## src/rtl/eic_pkg.sv

```systemverilog
`timescale 1ns/1ps
// Shared constants for the error / legacy interrupt status controller.
// Assumes byte offsets and 32-bit word registers.
package eic_pkg;
    localparam int ERR_W          = 6;
    localparam int DATA_W         = 32;
    localparam int ERR_STAT_OFS   = 'h1C4;
    localparam int ERR_SET_OFS    = 'h1C8;
    localparam int ERR_CLR_OFS    = 'h1CC;
    localparam int INTX_STAT_OFS  = 'h184;
    localparam int INTX_SET_OFS   = 'h188;
    localparam int INTX_CLR_OFS   = 'h18C;
    localparam int INTX_STRIDE    = 16;
    localparam int EOI_OFS        = 'h050;

    // Error status bit positions (software decodes these).
    typedef enum int {
        EB_SYSTEM   = 0,
        EB_FATAL    = 1,
        EB_NONFATAL = 2,
        EB_CORR     = 3,
        EB_TAGFATAL = 4,
        EB_ECRC     = 5
    } err_bit_e;

    localparam logic [ERR_W-1:0] FATAL_MASK =
        ERR_W'((1 << EB_FATAL) | (1 << EB_TAGFATAL));
endpackage

```

## src/rtl/eic_decode.sv

```systemverilog
`timescale 1ns/1ps
// Address decoder and read multiplexer.
// Turns a write strobe plus byte offset into one-hot register strobes,
// decodes the end-of-interrupt data into a per-line re-arm vector, and
// returns read data combinationally. Assumes N_INTX <= 4 so that the legacy
// groups end below the error status offset.
module eic_decode #(
    parameter int AW     = 12,
    parameter int N_INTX = 4
) (
    input  logic                         clk,
    input  logic                         rst_n,
    input  logic                         reg_wr,
    input  logic [AW-1:0]                reg_addr,
    input  logic [eic_pkg::DATA_W-1:0]   reg_wdata,
    input  logic [eic_pkg::ERR_W-1:0]    err_stat,
    input  logic [eic_pkg::ERR_W-1:0]    err_en,
    input  logic [N_INTX-1:0]            intx_stat,
    input  logic [N_INTX-1:0]            intx_en,
    output logic                         err_stat_wr,
    output logic                         err_set_wr,
    output logic                         err_clr_wr,
    output logic [N_INTX-1:0]            intx_set_wr,
    output logic [N_INTX-1:0]            intx_clr_wr,
    output logic [N_INTX-1:0]            eoi_vec,
    output logic [eic_pkg::DATA_W-1:0]   rdata
);
    import eic_pkg::*;

    logic              hit_err_stat, hit_err_set, hit_err_clr, hit_eoi;
    logic [N_INTX-1:0] hit_stat, hit_set, hit_clr;

    // Fixed-offset hits.
    always_comb begin
        hit_err_stat = (reg_addr == AW'(ERR_STAT_OFS));
        hit_err_set  = (reg_addr == AW'(ERR_SET_OFS));
        hit_err_clr  = (reg_addr == AW'(ERR_CLR_OFS));
        hit_eoi      = (reg_addr == AW'(EOI_OFS));
    end

    // Per-line hits and end-of-interrupt decode, one group per legacy line.
    for (genvar i = 0; i < N_INTX; i++) begin : g_line
        assign hit_stat[i]    = (reg_addr == AW'(INTX_STAT_OFS + INTX_STRIDE * i));
        assign hit_set[i]     = (reg_addr == AW'(INTX_SET_OFS  + INTX_STRIDE * i));
        assign hit_clr[i]     = (reg_addr == AW'(INTX_CLR_OFS  + INTX_STRIDE * i));
        assign intx_set_wr[i] = reg_wr && hit_set[i];
        assign intx_clr_wr[i] = reg_wr && hit_clr[i];
        assign eoi_vec[i]     = reg_wr && hit_eoi && (reg_wdata == DATA_W'(i));
    end

    // Write strobes for the error bank.
    always_comb begin
        err_stat_wr = reg_wr && hit_err_stat;
        err_set_wr  = reg_wr && hit_err_set;
        err_clr_wr  = reg_wr && hit_err_clr;
    end

    // Read multiplexer; unmapped offsets read zero.
    always_comb begin
        rdata = '0;
        if (hit_err_stat)
            rdata[ERR_W-1:0] = err_stat;
        if (hit_err_set || hit_err_clr)
            rdata[ERR_W-1:0] = err_en;
        for (int i = 0; i < N_INTX; i++) begin
            if (hit_stat[i])
                rdata[0] = intx_stat[i];
            if (hit_set[i] || hit_clr[i])
                rdata[0] = intx_en[i];
        end
    end

    // a write reaches at most one register target.
    a_r9_one_target: assert property (@(posedge clk) disable iff (!rst_n)
        $onehot0({err_stat_wr, err_set_wr, err_clr_wr, intx_set_wr, intx_clr_wr,
                  reg_wr && hit_eoi}))
        else $error("write decoded to more than one target");
endmodule

```

## src/rtl/eic_err_bank.sv

```systemverilog
`timescale 1ns/1ps
// Error status bank: sticky event capture with write-one-to-clear, an enable
// mask changed through set and clear writes, and the summary and fatal
// outputs. Assumes the event strobes are synchronous to clk.
module eic_err_bank #(
    parameter int                         W     = 6,
    parameter logic [W-1:0]               FMASK = '0
) (
    input  logic         clk,
    input  logic         rst_n,
    input  logic [W-1:0] event_i,
    input  logic [W-1:0] wdata_i,
    input  logic         stat_wr_i,
    input  logic         set_wr_i,
    input  logic         clr_wr_i,
    output logic [W-1:0] stat_o,
    output logic [W-1:0] en_o,
    output logic         irq_o,
    output logic         fatal_o
);
    logic [W-1:0] stat_q, en_q, clr_mask;

    // Bits named in a status write are cleared; an event in the same cycle wins.
    always_comb clr_mask = stat_wr_i ? wdata_i : '0;

    // Sticky status register.
    always_ff @(posedge clk) begin
        if (!rst_n) stat_q <= '0;
        else        stat_q <= (stat_q & ~clr_mask) | event_i;
    end

    // Enable mask, changed by set and clear writes.
    always_ff @(posedge clk) begin
        if (!rst_n)        en_q <= '0;
        else if (set_wr_i) en_q <= en_q | wdata_i;
        else if (clr_wr_i) en_q <= en_q & ~wdata_i;
    end

    // Summary and fatal-class outputs.
    always_comb begin
        irq_o   = |(stat_q & en_q);
        fatal_o = |(stat_q & en_q & FMASK);
    end

    assign stat_o = stat_q;
    assign en_o   = en_q;

    // a status bit never falls unless a status write named it.
    a_r2_sticky: assert property (@(posedge clk) disable iff (!rst_n)
        1'b1 |=> ((stat_q & $past(stat_q) & ~$past(clr_mask)) ==
                  ($past(stat_q) & ~$past(clr_mask))))
        else $error("status bit lost without clear");

    // every asserted event is visible in status one edge later.
    a_r2_capture: assert property (@(posedge clk) disable iff (!rst_n)
        (|event_i) |=> ((stat_q & $past(event_i)) == $past(event_i)))
        else $error("event not captured");
endmodule

```

## src/rtl/eic_intx_line.sv

```systemverilog
`timescale 1ns/1ps
// One legacy interrupt line: level tracking status, enable bit, and an arm
// flag that makes the host output a single-cycle pulse per end-of-interrupt.
// Assumes level_i is synchronous to clk.
module eic_intx_line (
    input  logic clk,
    input  logic rst_n,
    input  logic level_i,
    input  logic set_wr_i,
    input  logic clr_wr_i,
    input  logic wbit_i,
    input  logic eoi_i,
    output logic stat_o,
    output logic en_o,
    output logic irq_o
);
    logic stat_q, en_q, armed_q, fire;

    // Status follows the input level one edge late.
    always_ff @(posedge clk) begin
        if (!rst_n) stat_q <= 1'b0;
        else        stat_q <= level_i;
    end

    // Enable bit via set and clear writes of bit 0.
    always_ff @(posedge clk) begin
        if (!rst_n)                   en_q <= 1'b0;
        else if (set_wr_i && wbit_i)  en_q <= 1'b1;
        else if (clr_wr_i && wbit_i)  en_q <= 1'b0;
    end

    // Host pulse condition.
    always_comb fire = stat_q && en_q && armed_q;

    // Arm flag: dropped by a pulse, restored by end-of-interrupt.
    always_ff @(posedge clk) begin
        if (!rst_n)     armed_q <= 1'b1;
        else if (eoi_i) armed_q <= 1'b1;
        else if (fire)  armed_q <= 1'b0;
    end

    assign stat_o = stat_q;
    assign en_o   = en_q;
    assign irq_o  = fire;

    // a pulse lasts one cycle unless an end-of-interrupt arrives with it.
    a_r7_single_pulse: assert property (@(posedge clk) disable iff (!rst_n)
        (irq_o && !eoi_i) |=> !irq_o)
        else $error("legacy pulse longer than one cycle");

    // a disarmed line stays quiet until re-armed.
    a_r8_quiet_until_eoi: assert property (@(posedge clk) disable iff (!rst_n)
        (!armed_q && !eoi_i) |=> !irq_o)
        else $error("legacy line fired while disarmed");
endmodule

```

## src/rtl/eic_top.sv

```systemverilog
`timescale 1ns/1ps
// Error and legacy interrupt status controller, top level.
// Connects the decoder, the error bank and one line module per legacy input.
// Assumes N_INTX <= 4 (legacy groups must end below the error status word).
module eic_top #(
    parameter int AW     = 12,
    parameter int N_INTX = 4
) (
    input  logic                       clk,
    input  logic                       rst_n,
    input  logic                       reg_wr,
    input  logic [AW-1:0]              reg_addr,
    input  logic [31:0]                reg_wdata,
    output logic [31:0]                reg_rdata,
    input  logic [eic_pkg::ERR_W-1:0]  err_event,
    input  logic [N_INTX-1:0]          intx_level,
    output logic                       err_irq,
    output logic                       err_fatal,
    output logic [N_INTX-1:0]          intx_irq
);
    import eic_pkg::*;

    logic              err_stat_wr, err_set_wr, err_clr_wr;
    logic [ERR_W-1:0]  err_stat, err_en;
    logic [N_INTX-1:0] intx_set_wr, intx_clr_wr, eoi_vec, intx_stat, intx_en;

    // Register decode and read path.
    eic_decode #(.AW(AW), .N_INTX(N_INTX)) u_decode (
        .clk(clk), .rst_n(rst_n),
        .reg_wr(reg_wr), .reg_addr(reg_addr), .reg_wdata(reg_wdata),
        .err_stat(err_stat), .err_en(err_en),
        .intx_stat(intx_stat), .intx_en(intx_en),
        .err_stat_wr(err_stat_wr), .err_set_wr(err_set_wr), .err_clr_wr(err_clr_wr),
        .intx_set_wr(intx_set_wr), .intx_clr_wr(intx_clr_wr),
        .eoi_vec(eoi_vec), .rdata(reg_rdata)
    );

    // Error status bank.
    eic_err_bank #(.W(ERR_W), .FMASK(FATAL_MASK)) u_err (
        .clk(clk), .rst_n(rst_n),
        .event_i(err_event), .wdata_i(reg_wdata[ERR_W-1:0]),
        .stat_wr_i(err_stat_wr), .set_wr_i(err_set_wr), .clr_wr_i(err_clr_wr),
        .stat_o(err_stat), .en_o(err_en),
        .irq_o(err_irq), .fatal_o(err_fatal)
    );

    // One legacy line per input.
    for (genvar i = 0; i < N_INTX; i++) begin : g_intx
        eic_intx_line u_line (
            .clk(clk), .rst_n(rst_n),
            .level_i(intx_level[i]),
            .set_wr_i(intx_set_wr[i]), .clr_wr_i(intx_clr_wr[i]),
            .wbit_i(reg_wdata[0]), .eoi_i(eoi_vec[i]),
            .stat_o(intx_stat[i]), .en_o(intx_en[i]), .irq_o(intx_irq[i])
        );
    end

    // the fatal output implies the summary output.
    a_r4_fatal_implies_irq: assert property (@(posedge clk) disable iff (!rst_n)
        err_fatal |-> err_irq)
        else $error("fatal without summary interrupt");

    // outputs are quiet in the first cycle after reset.
    a_r1_quiet_after_reset: assert property (@(posedge clk)
        !rst_n |=> (!err_irq && !err_fatal && intx_irq == '0))
        else $error("outputs active after reset");
endmodule

```

## config.mk

```make
export PLATFORM = sky130hd
export DESIGN_NAME = eic_top
export DESIGN_NICKNAME = d
export VERILOG_FILES = /design/src/rtl/eic_pkg.sv /design/src/rtl/eic_decode.sv /design/src/rtl/eic_err_bank.sv /design/src/rtl/eic_intx_line.sv /design/src/rtl/eic_top.sv
export SDC_FILE = /design/constraint.sdc
export NUM_CORES = 1
export LEC_CHECK = 0
export ABC_AREA = 1
export ABC_CLOCK_PERIOD_IN_PS = 2000
export CAP_MARGIN = 10
export CORE_UTILIZATION = 39
export DETAILED_ROUTE_END_ITERATION = 12
export GPL_TIMING_DRIVEN = 0
export PLACE_DENSITY = 0.81
export SYNTH_ARGS = -nofsm -noshare
export SYNTH_HDL_FRONTEND = slang
export SYNTH_SLANG_ARGS = --single-unit
```

## constraint.sdc

```tcl
create_clock -name clk -period 2 [get_ports clk]
set_input_delay 0.4 -clock clk [delete_from_list [all_inputs] [get_ports clk]]
set_output_delay 0.4 -clock clk [all_outputs]
set_load 0.05 [all_outputs]
```

Word level (Yosys, flattened, before mapping)
Index checks and enable logic that the tools add are counted.
W data, S select, Z words.
{ "word_totals": {"register_bits": 24, "in_bits": 57, "out_inout_bits": 38, "word_cells": 111} }
{ "op_classes": {"eq_ne": 19, "n_mux": 21, "bitwise": 8, "reduce_logical": 49} }
{ "ops": {"columns": ["operator", "count"], "rows": [
  ["$eq A12 B9 Y1 const B", 15],
  ["$eq A32 B2 Y1 const B", 2],
  ["$eq A32 B1 Y1 const B", 1],
  ["$logic_and A1 B1 Y1", 32],
  ["$logic_not A32 Y1", 1],
  ["$mux W6", 5],
  ["$and A6 B6 Y6", 3],
  ["$mux W1", 16],
  ["$eq A12 B7 Y1 const B", 1],
  ["$not A6 Y6", 2],
  ["$or A6 B6 Y6", 2],
  ["$reduce_bool A2 Y1", 5],
  ["$reduce_or A2 Y1", 5],
  ["$reduce_or A6 Y1", 1],
  ["$logic_or A1 B1 Y1", 5],
  ["$not A1 Y1", 1]
]} }

Logic depth before layout (Yosys ltp)
Gate-level depths: netlist of the first run.
{ "logic_depth": {"depth_word": 11, "ltp_mapped": 15, "mapped_depth_nobuf": 15} }

Modules after synthesis
From an unflattened synthesis of the first run, not the netlist that was laid out.
{ "unflattened": {"hier_cells": 290, "hier_area_um2": 1794.2} }
{ "modules_own_cells": {"columns": ["mod", "n_inst", "cells_per_inst", "area_each_um2", "seq_area_each_um2"], "rows": [
  ["eic_decode", 1, 152, 828.3, 0.0],
  ["eic_err_bank", 1, 74, 510.5, 240.2],
  ["eic_intx_line", 4, 16, 113.9, 60.1]
]} }

Worst setup path after synthesis of the first run
No wires, ideal clock.
{ "synth_timing": {"kind": "input to output", "startpoint": "input reg_addr[1]", "endpoint": "output reg_rdata[2]", "t_arrival_ns": 2.175, "t_required_ns": 1.600, "slack_ns": -0.575, "stages": 5, "path_buffers": 0, "cell_sequence": "nor2_2 -> nand2_2 -> nor2_8 -> nand2_1 -> o32ai_1"} }
{ "synth_via": {"elab_chain_cells": 3, "word_cells_on_any_way": 6, "cone_classes": "eq/ne (3); mux (2); reduce/logical (1)"} }
{ "synth_rtl": {"columns": ["element", "line_no", "text"], "rows": [
  ["start: declaration", "eic_top.sv:12", "input logic [AW-1:0] reg_addr,"],
  ["$eq A12 B9 Y1, on equally long branches", "eic_decode.sv:35, eic_decode.sv:36, eic_decode.sv:37", null],
  ["$mux W6 / $logic_or A1 B1 Y1 (equally long branches)", "eic_decode.sv:61, eic_decode.sv:63", null],
  ["$mux W6 (*)", "eic_decode.sv:63", "if (hit_err_set || hit_err_clr)"],
  ["end: declaration", "eic_top.sv:14", "output logic [31:0] reg_rdata,"]
]} }
Mark *: on every way between the ends. The rest lies on a longest branch, timed or not.

Worst setup path in the final report of the first run
{ "layout_timing": {"startpoint": "input reg_addr[11]", "endpoint": "output reg_rdata[0]"} }
{ "layout_via": {"elab_chain_cells": 11, "word_cells_on_any_way": 30, "cone_classes": "eq/ne (15); mux (10); reduce/logical (5)"} }
{ "layout_rtl": {"columns": ["element", "line_no", "text"], "rows": [
  ["$eq A12 B9 Y1, on equally long branches", "eic_decode.sv:35, eic_decode.sv:36, eic_decode.sv:37", null],
  ["$mux W6 / $logic_or A1 B1 Y1 (equally long branches)", "eic_decode.sv:61, eic_decode.sv:63", null],
  ["$mux W6", "eic_decode.sv:63", null],
  ["$mux W1", "eic_decode.sv:66", "if (hit_stat[i])"],
  ["$mux W1", "eic_decode.sv:68", "if (hit_set[i] || hit_clr[i])"],
  ["$mux W1", "eic_decode.sv:66", null],
  ["$mux W1", "eic_decode.sv:68", null],
  ["$mux W1", "eic_decode.sv:66", null],
  ["$mux W1", "eic_decode.sv:68", null],
  ["$mux W1", "eic_decode.sv:66", null],
  ["$mux W1 (*)", "eic_decode.sv:68", null]
]} }
Marks and branches as above.

==> results of run 1 <==
==> worst register-to-register path: stages (launching register included) <==
cell	delay, ns
dfxtp_1	0.35
inv_1	0.06
o21ai_0	0.19
nand3_1	0.09
==> metrics by stage <==
stage	instances	total power, mW
final	418	1.15
after global routing	418	1.20
after CTS	414	1.14
after detailed placement	403	0.851
after global placement	403	0.847
after floorplan	285	0.713
==> logic make-up (layout without fill, tap and decap cells) <==
logic type / Yosys count / in the layout / synth area share, %
compound gates: 51 / 51 / 16.7
buf+inv: 83 / 165 / 25.3
flops: 24 / 24 / 28.2
other cells: 1 / 26 / 0.220
simple gates: 101 / 102 / 29.6
==> cells in the mapped netlist (2+ instances only) <==
| master | number |
|---|---|
| inv_1 | 44 |
| nand2_1 | 44 |
| buf_4 | 30 |
| dfxtp_1 | 24 |
| o21ai_0 | 24 |
| a21oi_1 | 17 |
| nand3_1 | 12 |
| nor2_1 | 11 |
| nor4_1 | 8 |
| inv_2 | 7 |
| nor3_1 | 7 |
| nand2_2 | 4 |
| nand4_1 | 4 |
| nor2_2 | 4 |
| o32ai_1 | 4 |
| nand3_2 | 3 |
| nor2_4 | 2 |
| o22ai_1 | 2 |
==> layout make-up <==
| type | instances | area, µm² |
|---|---|---|
| buffer | 32 | 240 |
| clock buffer | 3 | 41.3 |
| fill | 351 | 1220 |
| inverter | 51 | 194 |
| multi-input combinational | 179 | 1100 |
| sequential | 24 | 480 |
| tap | 50 | 62.6 |
| timing repair buffer | 79 | 744 |
==> cells in the final DEF, fill, tap and decap left out, drive strengths merged, types with 7 or more instances in the layout <==
cell type	n
a21oi	18
buf	59
clkdlybuf4s50	44
conb	26
dfxtp	24
inv	51
nand2	48
nand3	15
nor2	19
nor3	7
nor4	8
o21ai	25
==> power by group <==
group / leakage [nW] / switching (mW) / internal, mW
sequential: 0.197 / 0.00777 / 0.490
combinational: 1.15 / 0.210 / 0.157
clock: 0.0216 / 0.151 / 0.135
total: 1.37 / 0.369 / 0.783
==> how the worst max path moves through the flow <==
stage	start	endpoint	slack, ns
2_1_floorplan	reg_addr[11]	reg_rdata[2]	-0.08
3_3_place_gp	reg_addr[2]	reg_rdata[0]	-1.24
3_5_place_dp	reg_addr[7]	reg_rdata[0]	-1.25
4_1_cts	reg_addr[0]	reg_rdata[0]	-0.23
5_1_grt	reg_addr[11]	reg_rdata[0]	-0.30
6_report	reg_addr[11]	reg_rdata[0]	-0.18
==> what timing repair did <==
action / in CTS / in global routing
setup buffers: 7 / 4
pin swaps: 19 / 21
gates cloned: 1 / 0
hold endpoints to repair: 0 / 0
endpoints found under the setup margin: 12 / 6
gates resized for setup: 114 / 21
==> metal layers <==
metal,vias up,global-route usage (%)
met5,-,0
met3,9,4.17
li1,1006,-
met2,95,40.6
met4,0,12.5
met1,877,23.6
==> metrics.md, run 1 <==
| Metric | Value |
|---|---|
| Finished Cell Area | `2860 µm²` |
| First-pass GRT wire length | `7470 µm` |
| Worst-path clk slew | `0.08 ns` |
| I/O pin cnt | `95` |
| Crit path depth | `14` |
| Post-Place Setup Slack | `-1.25 ns` |
| DR DRC count | `0` |
| CTS sink count | `24` |
| Req. time, crit path | `roughly 1.6 ns` |
| CP endpoint kind | `primary output` |
| Initial Util | `41.7%` |
| Setup-failing EPs final | `4` |
| R2r endpoint | `g_intx[2].u_line.armed_q$_SDFFE_PP1P_` |
| Post-synthesis sequential area ratio | `28.2%` |
| Ys async rst share | `0%` |
| Avg Inst Size Synth | `about 6.6 µm²` |
| Mapped Area | `1710 µm²` |
| Critical-path maximum fanout | `4` |
| CTS root buf | `clkbuf_8` |
| DRT antenna net count | `0` |
| Crit Path Class | `input port to primary output` |
| Final core utilization | `70.1%` |
| Die Wd | `approximately 70 µm` |
| Top routing layer used | `met4` |
| Core area | `4090 µm²` |
| Maxcap violations | `0` |
| Final hold violation count | `0` |
| Pwr dens | `402 nW/µm²` |
| Min Hold Slack | `0.427 ns` |
| Top post-synthesis cells by area | `dfxtp_1 28%, buf_4 13%, inv_1 9.7%, nand2_1 9.7%, o21ai_0 7.0%` |
| Startpoint types | `input port` |
| Slowest-stage cell, CP | `nor2_4` |
| Hold Path Class | `input port to flip-flop` |
| TritonCTS Buffers | `3` |
| Worst reg2reg startpoint | `g_intx[2].u_line.en_o$_SDFFE_PN0P_` |
| EDFF count, synth | `0` |
| Hold_buf cts | `0` |
| Yosys warnings | `0` |
| Predominant post-synthesis flop cell | `dfxtp_1` |
| Cell depth of the worst flop-to-flop path | `3` |
| Failing checks | `negative setup slack` |
| Fin worst setup slack | `-0.177 ns` |
| Cell Area, Placed | `between 2000 and 3000 µm²` |
| Peak supply drop | `about 190 µV` |
| Grt total ovfl | `0` |
| Die extent in y | `just under 70 µm` |
| Total Routing Usage GR | `22.2%` |
| H-tree depth | `1` |
| Via density per instance | `4.75` |
| Clk_lat worst skew | `about 0.27 ns` |
| CTS max path bufs | `2` |
| Achievable Freq | `between 400 and 500 MHz` |
| Fin nets | `427` |
| Worst path arrival time | `~1.8 ns` |
| Initial antenna violation count | `0` |
| Cells after Synth | `260` |
| Critical path's top delay family | `simple AND/OR/NAND/NOR gates` |
| Post-detail-place hpwl | `3630 µm` |
| Share of cells above drive strength 1 | `29.9%` |
| Worst path max stage delay | `roughly 0.20 ns` |
| Met2 wire length | `2540 µm` |
| Row cnt | `23` |
| Initial DRC Count | `71` |
| Top cell type's share of synthesized area | `between 20% and 30%` |
| Synthesis-to-layout area growth | `67.9%` |
| Routed wire length | `4980 µm` |
| Routability-driven placement congestion ratio | `~0.82` |
| Max-slew violations | `0` |
| Period utilisation layout | `109%` |
| Critical path cell sequence | `buf_6 > nor2_4 > nand2_4 > nor2_4 > nand2_2 > o21ai_0 > inv_1 > nand2_1 > nand2_1 > nand2_1 > nand2_1 > nand2_2 > a21oi_4 > buf_6` |
| Vias in the first global route | `1777` |
| Yosys reg bits | `24` |
| Routed len/inst | `11.9 µm` |
| TritonCTS clock tree | `done` |
| Die area | `about 4600 µm²` |
| Port buffer count | `slightly below 70` |
| Hold Path Depth | `3` |
| Drt first pass iters | `4` |
| Post-Route Skew | `0.000651 ns` |
| Worst hold start | `reg_addr[2]` |
| Largest net degree at the start of global routing | `13` |
| Worst R2R Setup Slack | `1.18 ns` |
| Synth unique cells | `27` |
| Slew headroom | `67.0%` |
| Met1 WL | `roughly 1900 µm` |
| Largest area contributor in the netlist | `dfxtp_1` |
| Status | `finished, violations left` |
| Via Count | `1987` |
| Clock period minus worst slack | `approximately 2.2 ns` |
| Least-Margin Pin Slew | `0.491 ns` |
| Setup tns final | `-0.188 ns` |
| Met3 WL post-DR | `433 µm` |
| WP buf/inv | `3` |
| ANT cells | `0` |
| Unrepaired setup endpoints after global routing | `yes` |
| Hold endpoint | `g_intx[3].u_line.en_o$_SDFFE_PN0P_` |
| Total leakage power | `1.37 nW` |
| Most frequent CP cell | `nand2_1` |
No activity file was read; power rests on OpenSTA's default activity.
==> inputs of run 2 (changes only) <==
--- a/config.mk
+++ b/config.mk
@@ -11,7 +11,7 @@
 export CORE_UTILIZATION = 39
 export DETAILED_ROUTE_END_ITERATION = 12
 export GPL_TIMING_DRIVEN = 0
-export PLACE_DENSITY = 0.81
+export PLACE_DENSITY = 0.79
 export SYNTH_ARGS = -nofsm -noshare
 export SYNTH_HDL_FRONTEND = slang
 export SYNTH_SLANG_ARGS = --single-unit
==> run 2 against run 1 <==
  * The flow still finishes with violations (negative setup slack)
  * Cell count rose by 0.48%
  * First-iteration DRC count decreased by 13%
  * Register-to-register slack gained 0.02 ns
  * Sequential cell count unchanged
  * Via count shrank 1.8%
  * Design area down 0.96%
  * Global-route usage shrank 2.4 points
  * Maximum frequency grew 1.9%
  * Sequential power about the same
  * Die area is the same
==> metrics.md, run 2 (synthesis results as in run 1) <==
| Metric | Value |
|---|---|
| Routed wire length | `4550 µm (was 4980 µm)` |
| Failing checks | `negative setup slack (unchanged)` |
| Worst-path clk slew | `0.07 ns (was 0.08 ns)` |
| Largest net degree at the start of global routing | `13 (unchanged)` |
| Max-slew violations | `0 (unchanged)` |
| Via Count | `1951 (was 1987)` |
| TritonCTS Buffers | `3 (unchanged)` |
| Clk_lat worst skew | `0.26 ns (was 0.27 ns)` |
| Fin cells | `420 (was 418)` |
| Setup-failing EPs final | `1 (was 4)` |
| Dpl cells | `403 (unchanged)` |
| Grt total ovfl | `0 (unchanged)` |
| Die extent in y | `68.1 µm (unchanged)` |
| Startpoint types | `input port (unchanged)` |
| Peak supply drop | `343 µV (was 192 µV)` |
| Pwr dens | `401 nW/µm² (was 402 nW/µm²)` |
| Period utilisation layout | `107% (was 109%)` |
| Req. time, crit path | `1.60 ns (about the same)` |
| Fin worst setup slack | `-0.136 ns (was -0.177 ns)` |
| CTS max path bufs | `2 (unchanged)` |
| CTS root buf | `clkbuf_8 (unchanged)` |
| Register area | `480 µm² (unchanged)` |
| I/O pin cnt | `95 (unchanged)` |
| Slowest-stage cell, CP | `nor2_4 (unchanged)` |
| Multi-input logic area | `1070 µm² (was 1100 µm²)` |
| TritonCTS clock tree | `done (unchanged)` |
| Share of cells above drive strength 1 | `29.2% (was 29.9%)` |
| CTS sink count | `24 (unchanged)` |
| Least-Margin Pin Slew | `0.548 ns (was 0.491 ns)` |
| Initial Util | `41.7% (unchanged)` |
| Initial antenna violation count | `0 (unchanged)` |
| CP endpoint kind | `primary output (unchanged)` |
| Synthesis-to-layout area growth | `66.3% (was 67.9%)` |
| Min Hold Slack | `0.442 ns (was 0.427 ns)` |
| H-tree depth | `1 (unchanged)` |
| Clock period minus worst slack | `2.14 ns (was 2.18 ns)` |
| Worst path max stage delay | `0.19 ns (was 0.20 ns)` |
| Crit Path Class | `input port to primary output (unchanged)` |
| Initial DRC Count | `62 (was 71)` |
| Status | `finished, violations left (unchanged)` |
| DR DRC count | `0 (unchanged)` |
| Die area | `4640 µm² (unchanged)` |
| Most frequent cells in the layout | `44 x buf_4, 44 x clkdlybuf4s50_1, 42 x inv_1 (was 44 x clkdlybuf4s50_1, 42 x inv_1, 39 x buf_4)` |
| Critical path cell sequence | `buf_2 > nor2_4 > nand2_4 > nor2_4 > nand2_2 > nand2_1 > inv_2 > nand2_1 > nand2_1 > nand2_1 > nand2_1 > nand2_1 > nand2_2 > a21oi_4 > buf_6 (was buf_6 > nor2_4 > nand2_4 > nor2_4 > nand2_2 > o21ai_0 > inv_1 > nand2_1 > nand2_1 > nand2_1 > nand2_1 > nand2_2 > a21oi_4 > buf_6)` |
| WP buf/inv | `3 (unchanged)` |
| Routed len/inst | `10.8 µm (was 11.9 µm)` |
| Slew headroom | `63.2% (was 67.0%)` |
| Core area | `4090 µm² (unchanged)` |
| Unrepaired setup endpoints after global routing | `yes (unchanged)` |
| DRT antenna net count | `0 (unchanged)` |
| Total leakage power | `1.39 nW (was 1.37 nW)` |
| Via density per instance | `4.65 (was 4.75)` |
| Worst path arrival time | `1.74 ns (was 1.78 ns)` |
| # fillers | `342 (was 351)` |
| Drt first pass iters | `4 (unchanged)` |
| Hold Path Class | `input port to flip-flop (unchanged)` |
| Routability-driven placement congestion ratio | `0.778 (was 0.816)` |
| Maxcap violations | `0 (unchanged)` |
| Die Wd | `68.1 µm (unchanged)` |
| Port buffer count | `68 (unchanged)` |
| Critical-path maximum fanout | `4 (unchanged)` |
| Fin nets | `429 (was 427)` |
| ANT cells | `0 (unchanged)` |
| Row cnt | `23 (unchanged)` |
| Final hold violation count | `0 (unchanged)` |
| Critical path's top delay family | `simple AND/OR/NAND/NOR gates (unchanged)` |
| Post-Route Skew | `0.00153 ns (was 0.000651 ns)` |
| Most frequent CP cell | `nand2_1 (unchanged)` |
| Achievable Freq | `468 MHz (was 459 MHz)` |
| Total Routing Usage GR | `19.8% (was 22.2%)` |
| Post-detail-place hpwl | `3470 µm (was 3630 µm)` |
| Vias in the first global route | `1724 (was 1777)` |
| First-pass GRT wire length | `7020 µm (was 7470 µm)` |
==> run 2: cell types whose count changed in the layout (fill, tap and decap cells not counted), sizes merged <==
cell	before	now
buf	59	61
clkbuf	5	7
clkdlybuf4s15	1	0
nor2	19	18
==> run 2: routing by layer <==
metal	vias up	global-route usage [%]	share of wire [%]
li1	1004	-	-
met1	852	25.0	42
met2	93	35.2	49
met3	2	2.00	8.1
met4	0	5.21	0.59
met5	-	0	0
==> run 2: where the power goes <==
group / total [mW] / internal [mW] / switching, mW
Sequential: 0.498 / 0.490 / 0.00743
Combinational: 0.361 / 0.155 / 0.206
Clock: 0.279 / 0.135 / 0.144
Total: 1.14 / 0.780 / 0.358
==> run 2: tightest hold or removal path, delay by kind of cell <==
family | cells | cell delay (ns)
buffers and inverters | 1 | 0.11
AOI/OAI and AO/OA | 1 | 0.09
and+or+nand+nor | 1 | 0.05
==> run 2: area by class of cell <==
type	instances	share of cell area [%]
Buffer	32	8.47
Clock buffer	3	1.46
Tap cell	50	2.21
Inverter	51	6.84
Multi-Input combinational cell	178	37.8
Timing Repair Buffer	82	26.3
Sequential cell	24	16.9
==> run 2: final timing paths <==
kind | start | endpoint | slack [ns] | cells past startpoint
setup / recovery | reg_addr[10] | reg_rdata[0] | -0.14 | 15
hold reg to reg | g_intx[1].u_line.armed_q$_SDFFE_PP1P_ | g_intx[1].u_line.armed_q$_SDFFE_PP1P_ | 0.47 | 2
setup reg to reg | g_intx[0].u_line.en_o$_SDFFE_PN0P_ | g_intx[0].u_line.armed_q$_SDFFE_PP1P_ | 1.20 | 3
hold / removal | reg_addr[2] | g_intx[3].u_line.en_o$_SDFFE_PN0P_ | 0.44 | 3
==> run 2: repair_timing <==
item / CTS / global route
hold buffers: 0 / 0
buffers inserted: 10 / 5
endpoints found under the setup margin: 12 / 7
gates resized for setup: 104 / 25
pin swaps: 15 / 23
==> run 2: per-stage QoR <==
step	total power [mW]	setup slack [ns]	setup TNS [ns]	util [%]	cell area, µm²
floorplan	0.713	-0.0839	-0.368	-	1870
global placement	0.847	-1.26	-7.24	63.9	2610
detailed placement	0.851	-1.26	-7.42	63.9	2610
CTS	1.13	-0.197	-0.197	68.1	2780
global route	1.19	-0.255	-0.284	69.4	2840
finish	1.14	-0.136	-0.136	69.4	2840
==> inputs of run 3 (changes only) <==
--- a/config.mk
+++ b/config.mk
@@ -8,10 +8,11 @@
 export ABC_AREA = 1
 export ABC_CLOCK_PERIOD_IN_PS = 2000
 export CAP_MARGIN = 10
-export CORE_UTILIZATION = 39
+export CORE_UTILIZATION = 30
 export DETAILED_ROUTE_END_ITERATION = 12
 export GPL_TIMING_DRIVEN = 0
-export PLACE_DENSITY = 0.79
+export PLACE_DENSITY = 0.63
+export SKIP_LAST_GASP = 1
 export SYNTH_ARGS = -nofsm -noshare
 export SYNTH_HDL_FRONTEND = slang
 export SYNTH_SLANG_ARGS = --single-unit
==> run 3 against run 2 <==
  * The run still ends with negative setup slack left
  * Worst hold slack lost 0.0011 ns
  * Core utilization shrank 16 points
  * Global-route usage shrank 3.3 points
  * Cell count grew 6.2%
  * Non-clock buffer count grew 3
  * Count of clock-buffer cells in the layout grew 1
  * Die area grew 29%
  * Highest routed layer unchanged
==> metrics.md, run 3 (synthesis results as in run 1) <==
| Metric | Value |
|---|---|
| Hold_buf cts | `0 (unchanged)` |
| Maxcap violations | `0 (unchanged)` |
| CTS max path bufs | `2 (unchanged)` |
| Peak supply drop | `253 µV (was 343 µV)` |
| Routability-driven placement congestion ratio | `0.823 (was 0.778)` |
| Crit Path Class | `input port to primary output (unchanged)` |
| Clock share of power | `27.5% (was 24.5%)` |
| Flop pwr share | `41.7% (was 43.8%)` |
| Share of cells above drive strength 1 | `30.7% (was 29.2%)` |
| Row cnt | `27 (was 23)` |
| Status | `finished, violations left (unchanged)` |
| Fin nets | `432 (was 429)` |
| TritonCTS Buffers | `3 (unchanged)` |
| Hold Path Depth | `3 (unchanged)` |
| Final core utilization | `53.3% (was 69.4%)` |
| Port buffer count | `68 (unchanged)` |
| Vias in the first global route | `1923 (was 1724)` |
| Hold endpoint | `g_intx[3].u_line.en_o$_SDFFE_PN0P_ (unchanged)` |
| Core area | `5510 µm² (was 4090 µm²)` |
| Total leakage power | `1.40 nW (was 1.39 nW)` |
| Failing checks | `negative setup slack (unchanged)` |
| Routed len/inst | `10.5 µm (was 10.8 µm)` |
| Critical-path maximum fanout | `4 (unchanged)` |
| Total Routing Usage GR | `16.4% (was 19.8%)` |
| Most common cell after layout, fill and taps aside | `buf_4` |
| Worst reg2reg startpoint | `g_intx[0].u_line.en_o$_SDFFE_PN0P_ (unchanged)` |
| Synthesis-to-layout area growth | `72.0% (was 66.3%)` |
| Worst path arrival time | `1.75 ns (was 1.74 ns)` |
| Met3 Use GR | `3.41% (was 2.00%)` |
| Fin worst setup slack | `-0.146 ns (was -0.136 ns)` |
| Grt total ovfl | `0 (unchanged)` |
| I/O pin cnt | `95 (unchanged)` |
| Post-Route Skew | `0.000971 ns (was 0.00153 ns)` |
| Combinational share of power | `30.8% (was 31.8%)` |
| H-tree depth | `1 (unchanged)` |
| CTS sink count | `24 (unchanged)` |
| TritonCTS clock tree | `done (unchanged)` |
| Period utilisation layout | `107% (about the same)` |
| Routed wire length | `4690 µm (was 4550 µm)` |
| First-pass GRT wire length | `8020 µm (was 7020 µm)` |
| Peak-usage layer in the global routing report | `met2 (unchanged)` |
| Met1 Use GR | `18.5% (was 25.0%)` |
| CP endpoint kind | `primary output (unchanged)` |
| Worst path max stage delay | `0.20 ns (was 0.19 ns)` |
| Via density per instance | `4.32 (was 4.65)` |
| Initial Util | `31.0% (was 41.7%)` |
| Slew headroom | `66.9% (was 63.2%)` |
| Worst R2R Setup Slack | `1.16 ns (was 1.20 ns)` |
| Sw Share | `30.9% (was 31.4%)` |
| Die Wd | `77.4 µm (was 68.1 µm)` |
| Largest net degree at the start of global routing | `14 (was 13)` |
| Most frequent cells in the layout | `46 x buf_4, 44 x clkdlybuf4s50_1, 42 x inv_1 (was 44 x buf_4, 44 x clkdlybuf4s50_1, 42 x inv_1)` |
| CTS root buf | `clkbuf_8 (unchanged)` |
| Post-detail-place hpwl | `3600 µm (was 3470 µm)` |
| Cell depth of the worst flop-to-flop path | `3 (unchanged)` |
| Grt met2 use | `30.2% (was 35.2%)` |
| DR DRC count | `0 (unchanged)` |
| Most frequent CP cell | `nand2_1 (unchanged)` |
| Least-Margin Pin Slew | `0.493 ns (was 0.548 ns)` |
| Achievable Freq | `466 MHz (was 468 MHz)` |
| # fillers | `550 (was 342)` |
| Clock period minus worst slack | `2.15 ns (was 2.14 ns)` |
| Worst-path clk slew | `0.08 ns (was 0.07 ns)` |
| Clk_lat worst skew | `0.26 ns (about the same)` |
| Sw Pwr | `0.369 mW (was 0.358 mW)` |
| Die extent in y | `77.4 µm (was 68.1 µm)` |
| DRT antenna net count | `0 (unchanged)` |
| R2r endpoint | `g_intx[0].u_line.armed_q$_SDFFE_PP1P_ (unchanged)` |
| Initial antenna violation count | `0 (unchanged)` |
| Initial DRC Count | `48 (was 62)` |
| Unrepaired setup endpoints after global routing | `yes (unchanged)` |
| Die area | `5990 µm² (was 4640 µm²)` |
| ANT cells | `0 (unchanged)` |
| Critical path cell sequence | `buf_6 > nor2_4 > nand2_4 > nor2_4 > nand2_2 > nand2_2 > inv_2 > nand2_1 > nand2_1 > nand2_1 > nand2_1 > nand2_1 > nand2_2 > a21oi_4 > buf_6 (was buf_2 > nor2_4 > nand2_4 > nor2_4 > nand2_2 > nand2_1 > inv_2 > nand2_1 > nand2_1 > nand2_1 > nand2_1 > nand2_1 > nand2_2 > a21oi_4 > buf_6)` |
| Min Hold Slack | `0.441 ns (was 0.442 ns)` |
| Via Count | `1927 (was 1951)` |
| Startpoint types | `input port (unchanged)` |
| Req. time, crit path | `1.60 ns (about the same)` |
| Internal power | `0.827 mW (was 0.780 mW)` |
| Slowest-stage cell, CP | `nor2_4 (unchanged)` |
| Setup-failing EPs final | `2 (was 1)` |
| Final hold violation count | `0 (unchanged)` |
| Max-slew violations | `0 (unchanged)` |
| Pwr dens | `408 nW/µm² (was 401 nW/µm²)` |
| Hold Path Class | `input port to flip-flop (unchanged)` |
| Worst hold start | `reg_addr[2] (unchanged)` |
| Drt first pass iters | `4 (unchanged)` |
==> run 3: power by group through the flow <==
stage / Sequential, mW / Clock [mW] / Combinational, mW
finish: 0.498 / 0.329 / 0.368
global route: 0.501 / 0.352 / 0.393
global placement: 0.509 / 0 / 0.341
CTS: 0.498 / 0.332 / 0.360
detailed placement: 0.509 / 0 / 0.342
floorplan: 0.507 / 0 / 0.206
==> run 3: area by class of cell <==
| cell class | count | area, µm² | area share [%] |
|---|---|---|---|
| Multi-Input combinational cell | 178 | 1090 | 37.1 |
| Timing Repair Buffer | 85 | 782 | 26.7 |
| Sequential cell | 24 | 480 | 16.4 |
| Buffer | 32 | 240 | 8.19 |
| Inverter | 51 | 196 | 6.70 |
| Tap cell | 72 | 90.1 | 3.07 |
| Clock buffer | 4 | 55.1 | 1.88 |
==> run 3: through the flow <==
stage	area, µm²	worst slack, ns	total power [mW]	setup TNS, ns	std cells
floorplan	1870	-0.0839	0.713	-0.368	285
global placement	2640	-1.30	0.849	-8.12	425
detailed placement	2640	-1.30	0.851	-8.31	425
CTS	2860	-0.141	1.19	-0.141	446
global route	2930	-0.262	1.25	-0.340	446
finish	2930	-0.146	1.20	-0.169	446
==> run 3: how the worst max path moves through the flow <==
stage	start	endpoint	slack, ns	cells after the start
floorplan	reg_addr[11]	reg_rdata[2]	-0.08	5
global placement	reg_addr[2]	reg_rdata[0]	-1.30	16
detailed placement	reg_addr[2]	reg_rdata[0]	-1.30	16
finish	reg_addr[11]	reg_rdata[0]	-0.15	15
CTS	reg_addr[6]	reg_rdata[0]	-0.14	15
global route	reg_addr[1]	reg_rdata[0]	-0.26	15
==> run 3: worst max-delay path: cells and delay by family <==
| kind | cells | cell delay [ns] |
|---|---|---|
| buffers and inverters | 3 | 0.28 |
| AND/OR/NAND/NOR | 11 | 0.92 |
| AO/OA/AOI/OAI | 1 | 0.14 |
==> run 3: metal layers <==
metal  wire, µm  part of all wire [%]  vias to the layer above
li1           -                     -                     1014
met1       1980                    42                      836
met2       2310                    49                       71
met3        326                   6.9                        6
met4         76                   1.6                        0
met5          0                     0                        -
==> run 3: what timing repair did <==
action,CTS,global route
setup buffers,17,0
cloned,0,0
endpoints found under the setup margin,12,8
pin swaps,18,15
resized for setup,119,22
